[config.mk]
export PLATFORM = sky130hd
export DESIGN_NAME = pc_sequencer
export DESIGN_NICKNAME = d
export VERILOG_FILES = /design/src/rtl/pc_seq_pkg.sv /design/src/rtl/pc_flow_decode.sv /design/src/rtl/pc_target_calc.sv /design/src/rtl/pc_sequencer.sv
export SDC_FILE = /design/constraint.sdc
export NUM_CORES = 1
export LEC_CHECK = 0
export ABC_AREA = 1
export BUFFER_PORTS_ARGS = -buffer_cell sky130_fd_sc_hd__clkbuf_2
export CORE_MARGIN = 5
export CORE_UTILIZATION = 30
export DETAILED_ROUTE_END_ITERATION = 10
export HOLD_SLACK_MARGIN = 0.06
export SETUP_SLACK_MARGIN = 0.2
export SLEW_MARGIN = 5
export SYNTH_ARGS = -nofsm -noshare
export SYNTH_HDL_FRONTEND = slang
export SYNTH_SLANG_ARGS = --single-unit
export TNS_END_PERCENT = 50
[constraint.sdc]
create_clock -name clk -period 6.6 [get_ports clk]
set_input_delay 0.66 -clock clk [delete_from_list [all_inputs] [get_ports clk]]
set_output_delay 0.66 -clock clk [all_outputs]
set_load 0.1 [all_outputs]
[src/rtl/pc_seq_pkg.sv]
// Package: shared opcode values and the flow classification used by the
// next-PC unit. Assumes the classic 6-bit opcode / 6-bit funct split.
package pc_seq_pkg;

    localparam logic [5:0] OPC_SPECIAL = 6'h00;
    localparam logic [5:0] OPC_JUMP    = 6'h02;
    localparam logic [5:0] OPC_JLINK   = 6'h03;
    localparam logic [5:0] OPC_BR_EQ   = 6'h04;
    localparam logic [5:0] OPC_BR_NE   = 6'h05;
    localparam logic [5:0] OPC_FPU     = 6'h11;
    localparam logic [4:0] FPU_SUB_BR  = 5'h08;
    localparam logic [5:0] FN_JREG     = 6'h08;

    // Kind of next-address source picked for this cycle
    typedef enum logic [1:0] {
        FLOW_SEQ  = 2'd0,
        FLOW_REL  = 2'd1,
        FLOW_ABS  = 2'd2,
        FLOW_REG  = 2'd3
    } flow_e;

endpackage

[src/rtl/pc_flow_decode.sv]
// Module: pc_flow_decode
// Classifies the instruction word into one next-address source and resolves
// branch conditions from the equality and floating-point flags.
// Assumes the instruction word is stable for the whole cycle.
module pc_flow_decode
    import pc_seq_pkg::*;
#(
    parameter int INSTR_W = 32
) (
    input  logic [INSTR_W-1:0] instr,
    input  logic               regs_equal,
    input  logic               fp_cond,
    output flow_e              flow
);

    localparam int OPC_LSB = INSTR_W - 6;

    logic [5:0] opcode;
    logic [5:0] funct;
    logic [4:0] fmt_sel;
    logic       fp_true_sel;
    logic       rel_taken;
    logic       abs_taken;
    logic       reg_taken;

    assign opcode      = instr[INSTR_W-1:OPC_LSB];
    assign funct       = instr[5:0];
    assign fmt_sel     = instr[25:21];
    assign fp_true_sel = instr[16];

    // Resolve which control transfer, if any, this instruction performs
    always_comb begin
        rel_taken = 1'b0;
        abs_taken = 1'b0;
        reg_taken = 1'b0;
        unique case (opcode)
            OPC_BR_EQ:   rel_taken = regs_equal;
            OPC_BR_NE:   rel_taken = ~regs_equal;
            OPC_FPU:     rel_taken = (fmt_sel == FPU_SUB_BR) && (fp_true_sel == fp_cond);
            OPC_JUMP,
            OPC_JLINK:   abs_taken = 1'b1;
            OPC_SPECIAL: reg_taken = (funct == FN_JREG);
            default:     ;
        endcase
    end

    // Encode the single winning source
    always_comb begin
        if (reg_taken)      flow = FLOW_REG;
        else if (abs_taken) flow = FLOW_ABS;
        else if (rel_taken) flow = FLOW_REL;
        else                flow = FLOW_SEQ;
    end

    // At most one transfer kind may be active for any opcode
    always_comb begin
        AST_ONE_SOURCE: assert ($onehot0({rel_taken, abs_taken, reg_taken}) || $isunknown(instr));
    end

endmodule

[src/rtl/pc_target_calc.sv]
// Module: pc_target_calc
// Computes the sequential, relative, absolute and register targets from the
// current PC and selects one by flow kind. Pure combinational logic.
// Assumes XLEN > 28 so that a region field sits above the 28-bit jump span.
module pc_target_calc
    import pc_seq_pkg::*;
#(
    parameter int XLEN    = 32,
    parameter int INSTR_W = 32,
    parameter int STEP    = 4
) (
    input  logic [XLEN-1:0]    pc,
    input  logic [INSTR_W-1:0] instr,
    input  logic [XLEN-1:0]    rs_value,
    input  flow_e              flow,
    output logic [XLEN-1:0]    next_pc,
    output logic [XLEN-1:0]    link_addr
);

    localparam int IMM_W    = 16;
    localparam int INDEX_W  = 26;
    localparam int SPAN_W   = INDEX_W + 2;
    localparam int REGION_W = XLEN - SPAN_W;
    localparam int EXT_W    = XLEN - IMM_W - 2;

    logic [XLEN-1:0] seq_addr;
    logic [XLEN-1:0] disp;
    logic [XLEN-1:0] rel_addr;
    logic [XLEN-1:0] abs_addr;

    assign seq_addr  = pc + XLEN'(STEP);
    assign link_addr = pc + XLEN'(2 * STEP);

    // Sign-extended word displacement, scaled to bytes
    assign disp     = {{EXT_W{instr[IMM_W-1]}}, instr[IMM_W-1:0], 2'b00};
    assign rel_addr = seq_addr + disp;

    // Splice the word index under the region bits of the sequential address
    generate
        if (REGION_W > 0) begin : g_region
            assign abs_addr = {seq_addr[XLEN-1:SPAN_W], instr[INDEX_W-1:0], 2'b00};
        end else begin : g_flat
            assign abs_addr = XLEN'({instr[INDEX_W-1:0], 2'b00});
        end
    endgenerate

    // Pick the target named by the flow kind
    always_comb begin
        unique case (flow)
            FLOW_REL: next_pc = rel_addr;
            FLOW_ABS: next_pc = abs_addr;
            FLOW_REG: next_pc = rs_value;
            default:  next_pc = seq_addr;
        endcase
    end

endmodule

[src/rtl/pc_sequencer.sv]
// Module: pc_sequencer (top)
// Holds the program counter and loads the next fetch address each cycle
// unless stalled. Synchronous active-low reset to RESET_PC.
// Assumes hazards, delay slots and exceptions are handled outside.
module pc_sequencer
    import pc_seq_pkg::*;
#(
    parameter int              XLEN     = 32,
    parameter int              INSTR_W  = 32,
    parameter logic [XLEN-1:0] RESET_PC = 32'h0040_0000
) (
    input  logic               clk,
    input  logic               rst_n,
    input  logic               stall,
    input  logic [INSTR_W-1:0] instr,
    input  logic               regs_equal,
    input  logic               fp_cond,
    input  logic [XLEN-1:0]    rs_value,
    output logic [XLEN-1:0]    pc_out,
    output logic [XLEN-1:0]    link_out
);

    flow_e           flow;
    logic [XLEN-1:0] next_pc;
    logic [XLEN-1:0] pc_q;

    pc_flow_decode #(
        .INSTR_W    (INSTR_W)
    ) decode_i (
        .instr      (instr),
        .regs_equal (regs_equal),
        .fp_cond    (fp_cond),
        .flow       (flow)
    );

    pc_target_calc #(
        .XLEN      (XLEN),
        .INSTR_W   (INSTR_W),
        .STEP      (4)
    ) target_i (
        .pc        (pc_q),
        .instr     (instr),
        .rs_value  (rs_value),
        .flow      (flow),
        .next_pc   (next_pc),
        .link_addr (link_out)
    );

    // Program counter register: reset, hold on stall, else advance
    always_ff @(posedge clk) begin
        if (!rst_n)      pc_q <= RESET_PC;
        else if (!stall) pc_q <= next_pc;
    end

    assign pc_out = pc_q;

    AST_RESET_START: assert property (@(posedge clk) disable iff (!rst_n)
        $past(!rst_n) |-> pc_q == RESET_PC);

    AST_STALL_HOLD: assert property (@(posedge clk) disable iff (!rst_n)
        stall |=> $stable(pc_q));

    AST_SEQ_STEP: assert property (@(posedge clk) disable iff (!rst_n)
        (!stall && flow == FLOW_SEQ) |=> pc_q == $past(pc_q) + XLEN'(4));

    AST_JUMP_INDEX: assert property (@(posedge clk) disable iff (!rst_n)
        (!stall && flow == FLOW_ABS) |=> pc_q[27:0] == {$past(instr[25:0]), 2'b00});

    AST_JREG_LOAD: assert property (@(posedge clk) disable iff (!rst_n)
        (!stall && flow == FLOW_REG) |=> pc_q == $past(rs_value));

    AST_LINK_AHEAD: assert property (@(posedge clk) disable iff (!rst_n)
        (link_out - pc_out) == XLEN'(8));

endmodule

======== After elaboration in Yosys (flattened, before gate mapping) ========
Index checks and enable logic that the tools add are counted.
cells by class
  add/sub/neg operators ................... 3
  bitwise operators ....................... 1
  reductions and logical operators ........ 3
  equality and inequality tests ........... 11
  mux-type cells .......................... 7
operators with widths
  kind                                                  count
  one-hot mux 32 bit (3 select lines)                   1
  adder 32 x 3 -> 32 bit (second input constant)        1
  adder 32 bit                                          1
  adder 32 x 4 -> 32 bit (second input constant)        1
  equality test 6 x 2 -> 1 bit (second input constant)  2
  equality test 6 x 3 -> 1 bit (second input constant)  2
  equality test 6 x 4 -> 1 bit (second input constant)  1
  equality test 6 x 5 -> 1 bit (second input constant)  1
  zero test 6 bit                                       1
  equality test 5 x 4 -> 1 bit (second input constant)  1
  equality test 2 bit (second input constant)           2
  2-to-1 mux 2 bit                                      2
  2-to-1 mux 1 bit                                      3
  one-hot mux 1 bit (3 select lines)                    1
  equality test 2 x 1 -> 1 bit (second input constant)  1
  OR reduction 2 bit                                    1
  equality test 1 bit                                   1
  logical AND 1 bit                                     1
  inverter 1 bit                                        1
storage, ports and cells
  input port bits ......................... 69
  bits in registers ....................... 32
  word-level logic and storage cells ...... 26
  output and inout port bits .............. 64

======== Longest topological paths before layout ========
  depth in word-level cells ............... 8
  mapped depth ............................ 24
  gate-level depth less buffers ........... 24

======== Hierarchy ========
From an unflattened synthesis, not the netlist that was laid out.
unflattened totals
  cells, all modules ...................... 1070
  area, all modules ....................... 5704.2 um^2
by module, submodules not included
  module          area an instance (um^2)  times used  seq. area each (um^2)  cells each
  pc_target_calc  4221.5                   1           0.0                    833
  pc_sequencer    1332.5                   1           640.6                  201
  pc_flow_decode  150.1                    1           0.0                    36

======== Worst setup path before layout ========
OpenSTA, ideal clock, no wires.
  path type ............................... flip-flop to flip-flop
  from .................................... register pc_q[3] (netlist: pc_out[3])
  to ...................................... register pc_q[22] (netlist: pc_out[22])
  slack ................................... 1.790 ns
  library setup time ...................... 0.117 ns
  period minus slack after synthesis ...... 4.810 ns
  data required time ...................... 6.483 ns
  cell stages (with the launch flop) ...... 21
  arrival ................................. 4.693 ns
  path buffers ............................ 0
  cells stage by stage .................... dfxtp_1 -> ha_1 -> inv_1 -> nor2_4 -> nand2_2 -> nor2_2 -> xor2_1 -> o21ai_1 -> clkinv_1 -> ha_1 -> a21oi_1 -> inv_1 -> nand2_1 -> nand3_1 -> inv_1 -> nand2_1 -> or2_2 -> nand3_1 -> nand2_1 -> nand2_1 -> nand2_1
between the ends
  longest elaborated chain between the ends .. 3
ends and longest elaborated chain
  item                                   line                  source
  start: declaration                     pc_sequencer.sv:25    logic [XLEN-1:0] pc_q;
  start signal: assignment               pc_sequencer.sv:52    else if (!stall) pc_q <= next_pc;
  adder 32 x 3 -> 32 bit *               pc_target_calc.sv:31  assign seq_addr = pc + XLEN'(STEP);
  adder 32 bit                           pc_target_calc.sv:36  assign rel_addr = seq_addr + disp;
  one-hot mux 32 bit (3 select lines) *  pc_target_calc.sv:49  unique case (flow)
Mark *: on every way between the ends. The rest lies on a longest branch, timed or not.
A chain may end at the register's enable or synchronous reset.

======== Final worst setup path ========
  from .................................... register pc_q[2] (netlist: pc_out[2])
  to ...................................... register pc_q[26] (netlist: pc_out[26])
The elaborated chain is that of the path after synthesis.

==> out/summary.txt <==
Post-Syn Instances: 947
Max clock buf depth: 2
Layout Skew: 8.315 ps
Synth Area per Inst: 5.672 um2
Cts bufs inserted: 5
Max Cap Violations: 0
Routed WL: 21750 um
Dominant cells by area after synthesis: nand2_1 20%, dfxtp_1 12%, inv_1 9.7%
Critical Path Fanout Max: 9
Async SR Flop Fraction: 0
Tot GR Track Use: 0.2093
Most common cell after layout, fill and taps aside: nand2_1
Clk sinks: 32
Ys flop type: dfxtp_1
Final TNS setup: 0 ps
Multi-input logic area: 4073 um2
GP Congestion: 0.9477
Worst Tran Pin Value: 1159 ps
DP Area: 6223 um2
Post-synthesis mux area share: 0
Post-CTS Setup Inserts: 0
Startpoint class of the critical path: register
Row count: 49
Antenna fix cells: 0
XOR/XNOR share of the synthesized area: 0.09108
Layout Nets: 1172
Worst relative slew slack: 0.2226
Most used cell, CP: nand2_1
Status: finished clean
Sequential Area: 640.6 um2
CTS tree: done
P_leak: 3.421 nW
# fillers: 2029
Die Wd: 143.8 um
Number of DRC markers in iteration 0: 556
Port bufs: 132
Via/cell ratio: 5.117
DRC viols: 0
Clock H-tree levels: 2
Gr ovfl total: 0
Fmax: 277.4 MHz
Wire per inst: 16.78 um
Syn Nets: 1053
Via count: 6632
Minimum clock period: 3605 ps
Worst-path clk slew: 60 ps
Post-Synth Simple-Gate Area: 0.4442
Share of layout cells above drive strength 1: 0.1771
Clock Latency Late Sink: 290 ps
Global-route wire length before repair: 33890 um
Slowest CP cell: dfxtp_1
Synth Register Bits: 32
Area fraction in compound gates after synthesis: 0.1349
Cts-stage hold buffer count: 0
Netlist cell types: 44
Largest net degree at the start of global routing: 45
Yosys top cell area share: 0.2034
Final instance area: 6391 um2
Peak VDD IR: 176.5 uV
Critical Path AT: 3800 ps
Yosys warnings: 0
Resized cells post-CTS: 0
Main combinational cell family by area after synthesis: simple AND/OR/NAND/NOR gates
# IOs: 133
Delay-heaviest family, CP: simple AND/OR/NAND/NOR gates
Die ar.: 20680 um2
RSZ-0062 raised after global routing: false
Most frequent cells in the layout: 291 x nand2_1, 139 x inv_1, 132 x clkbuf_2
Final Util: 0.3595
Final setup viols: 0
Final Max Slew Viols: 0
Pre-Repair DR Iteration Count: 6
Core area: 17780 um2
CP required: 6790 ps
Worst hold path class: register to register
Final period util: 0.5462
Initial Utilization: 0.3021
Most area-hungry cell type in the Yosys netlist: nand2_1
Post-route ant nets: 0
Root Driver: clkbuf_16
Mapped Area: 5371 um2
WP buf/inv: 5
PwrDens: 164.1 nW/um2
Die Ht: 143.8 um
Post-synth EDFFs: 0
Largest register FFs: 32
Adder-cell share of the synthesized area: 0.08758
Final hold viol count: 0
CP endpoint kind: register
Area Overhead vs Synth: 18.98%
CP Cell Sequence: ha_1 > inv_1 > nor2_2 > inv_2 > nor2_1 > nand2_1 > xor2_1 > inv_2 > ha_1 > nand2_1 > inv_1 > nand2_1 > nor3_1 > nand3_1 > nand3_1 > nand2_1 > nand3_1 > nand4_1 > nand2_1 > inv_1
Vias in the first global route: 6367
Post-DP HPWL: 18170 um
Kind of critical path: register to register
Slowest Stage Delay on Critical Path: 550 ps
Initial antenna violation count: 0
Seq/Total Area, Yosys: 0.1193
==> worst register-to-register path: cells and delay by family (launching register included) <==
family	cells	cell delay, ps
DFF	1	550
buffers and inverters	5	340
adders and majority gates	2	650
and+or+nand+nor	12	1780
xor gates and xnor gates	1	170
==> layout make-up <==
type                            count  area share
Tap cell                          229     0.04483
Sequential cell                    32      0.1002
Timing Repair Buffer              134      0.1057
Clock inverter                      3    0.006656
Clock buffer                        5     0.01958
Multi-Input combinational cell    747      0.6372
Inverter                          146     0.08575
==> metrics by stage <==
step | total power [mW] | hold slack (ps) | worst slack [ps] | std cells
2_1_floorplan | 0.6435 | 802.3 | 1790 | 947
3_3_place_gp | 0.7697 | 466.6 | 3099 | 1288
3_5_place_dp | 0.7702 | 468.8 | 3115 | 1288
4_1_cts | 1.047 | 479.9 | 3097 | 1296
5_1_grt | 1.106 | 511.5 | 2712 | 1296
6_report | 1.049 | 477.2 | 2995 | 1296
==> path summary, 6_finish.rpt <==
kind | startpoint | to | slack, ps | cells after the start
max | pc_out[2]$_SDFFE_PN0N_ | pc_out[26]$_SDFFE_PN0N_ | 2990 | 20
min | pc_out[0]$_SDFFE_PN0P_ | pc_out[0]$_SDFFE_PN0P_ | 480 | 2
max reg2reg | pc_out[2]$_SDFFE_PN0N_ | pc_out[26]$_SDFFE_PN0N_ | 2990 | 20
min reg2reg | pc_out[0]$_SDFFE_PN0P_ | pc_out[0]$_SDFFE_PN0P_ | 480 | 2
==> cell usage after synthesis (3+ instances only) <==
library cell,number
nand2_1,291
inv_1,139
nor2_1,87
nand3_1,67
a21oi_1,50
xor2_1,46
ha_1,36
dfxtp_1,32
nand4_1,23
o21ai_0,23
a22oi_1,22
nor3_1,17
nand2_2,9
a41oi_1,8
clkbuf_1,8
or2_2,8
xnor2_1,8
buf_2,6
nand3b_1,6
nor2_2,6
nor2_4,6
buf_4,5
o21bai_1,5
inv_2,4
clkinv_1,3
nand2_4,3
nor3_2,3
o211ai_1,3
==> report_power, final <==
group | internal [mW] | leakage (nW) | switching [mW] | total (mW)
combinational | 0.130 | 3.08 | 0.408 | 0.539
sequential | 0.206 | 0.264 | 0.0260 | 0.232
clock | 0.177 | 0.0798 | 0.100 | 0.278
==> kinds of logic after synthesis <==
logic type,count (synthesis)
buf+inv,168
fa+ha+maj,37
xor+xnor,55
simple gates,535
flops,32
compound gates,120
==> per-layer routing <==
layer | track usage | vias up | part of all wire
li1 | - | 3277 | -
met1 | 0.2913 | 3013 | 0.45
met2 | 0.3377 | 310 | 0.44
met3 | 0.04293 | 32 | 0.094
met4 | 0.03865 | 0 | 0.016
met5 | 0 | - | 0
Power figures use the tool's default switching activity.
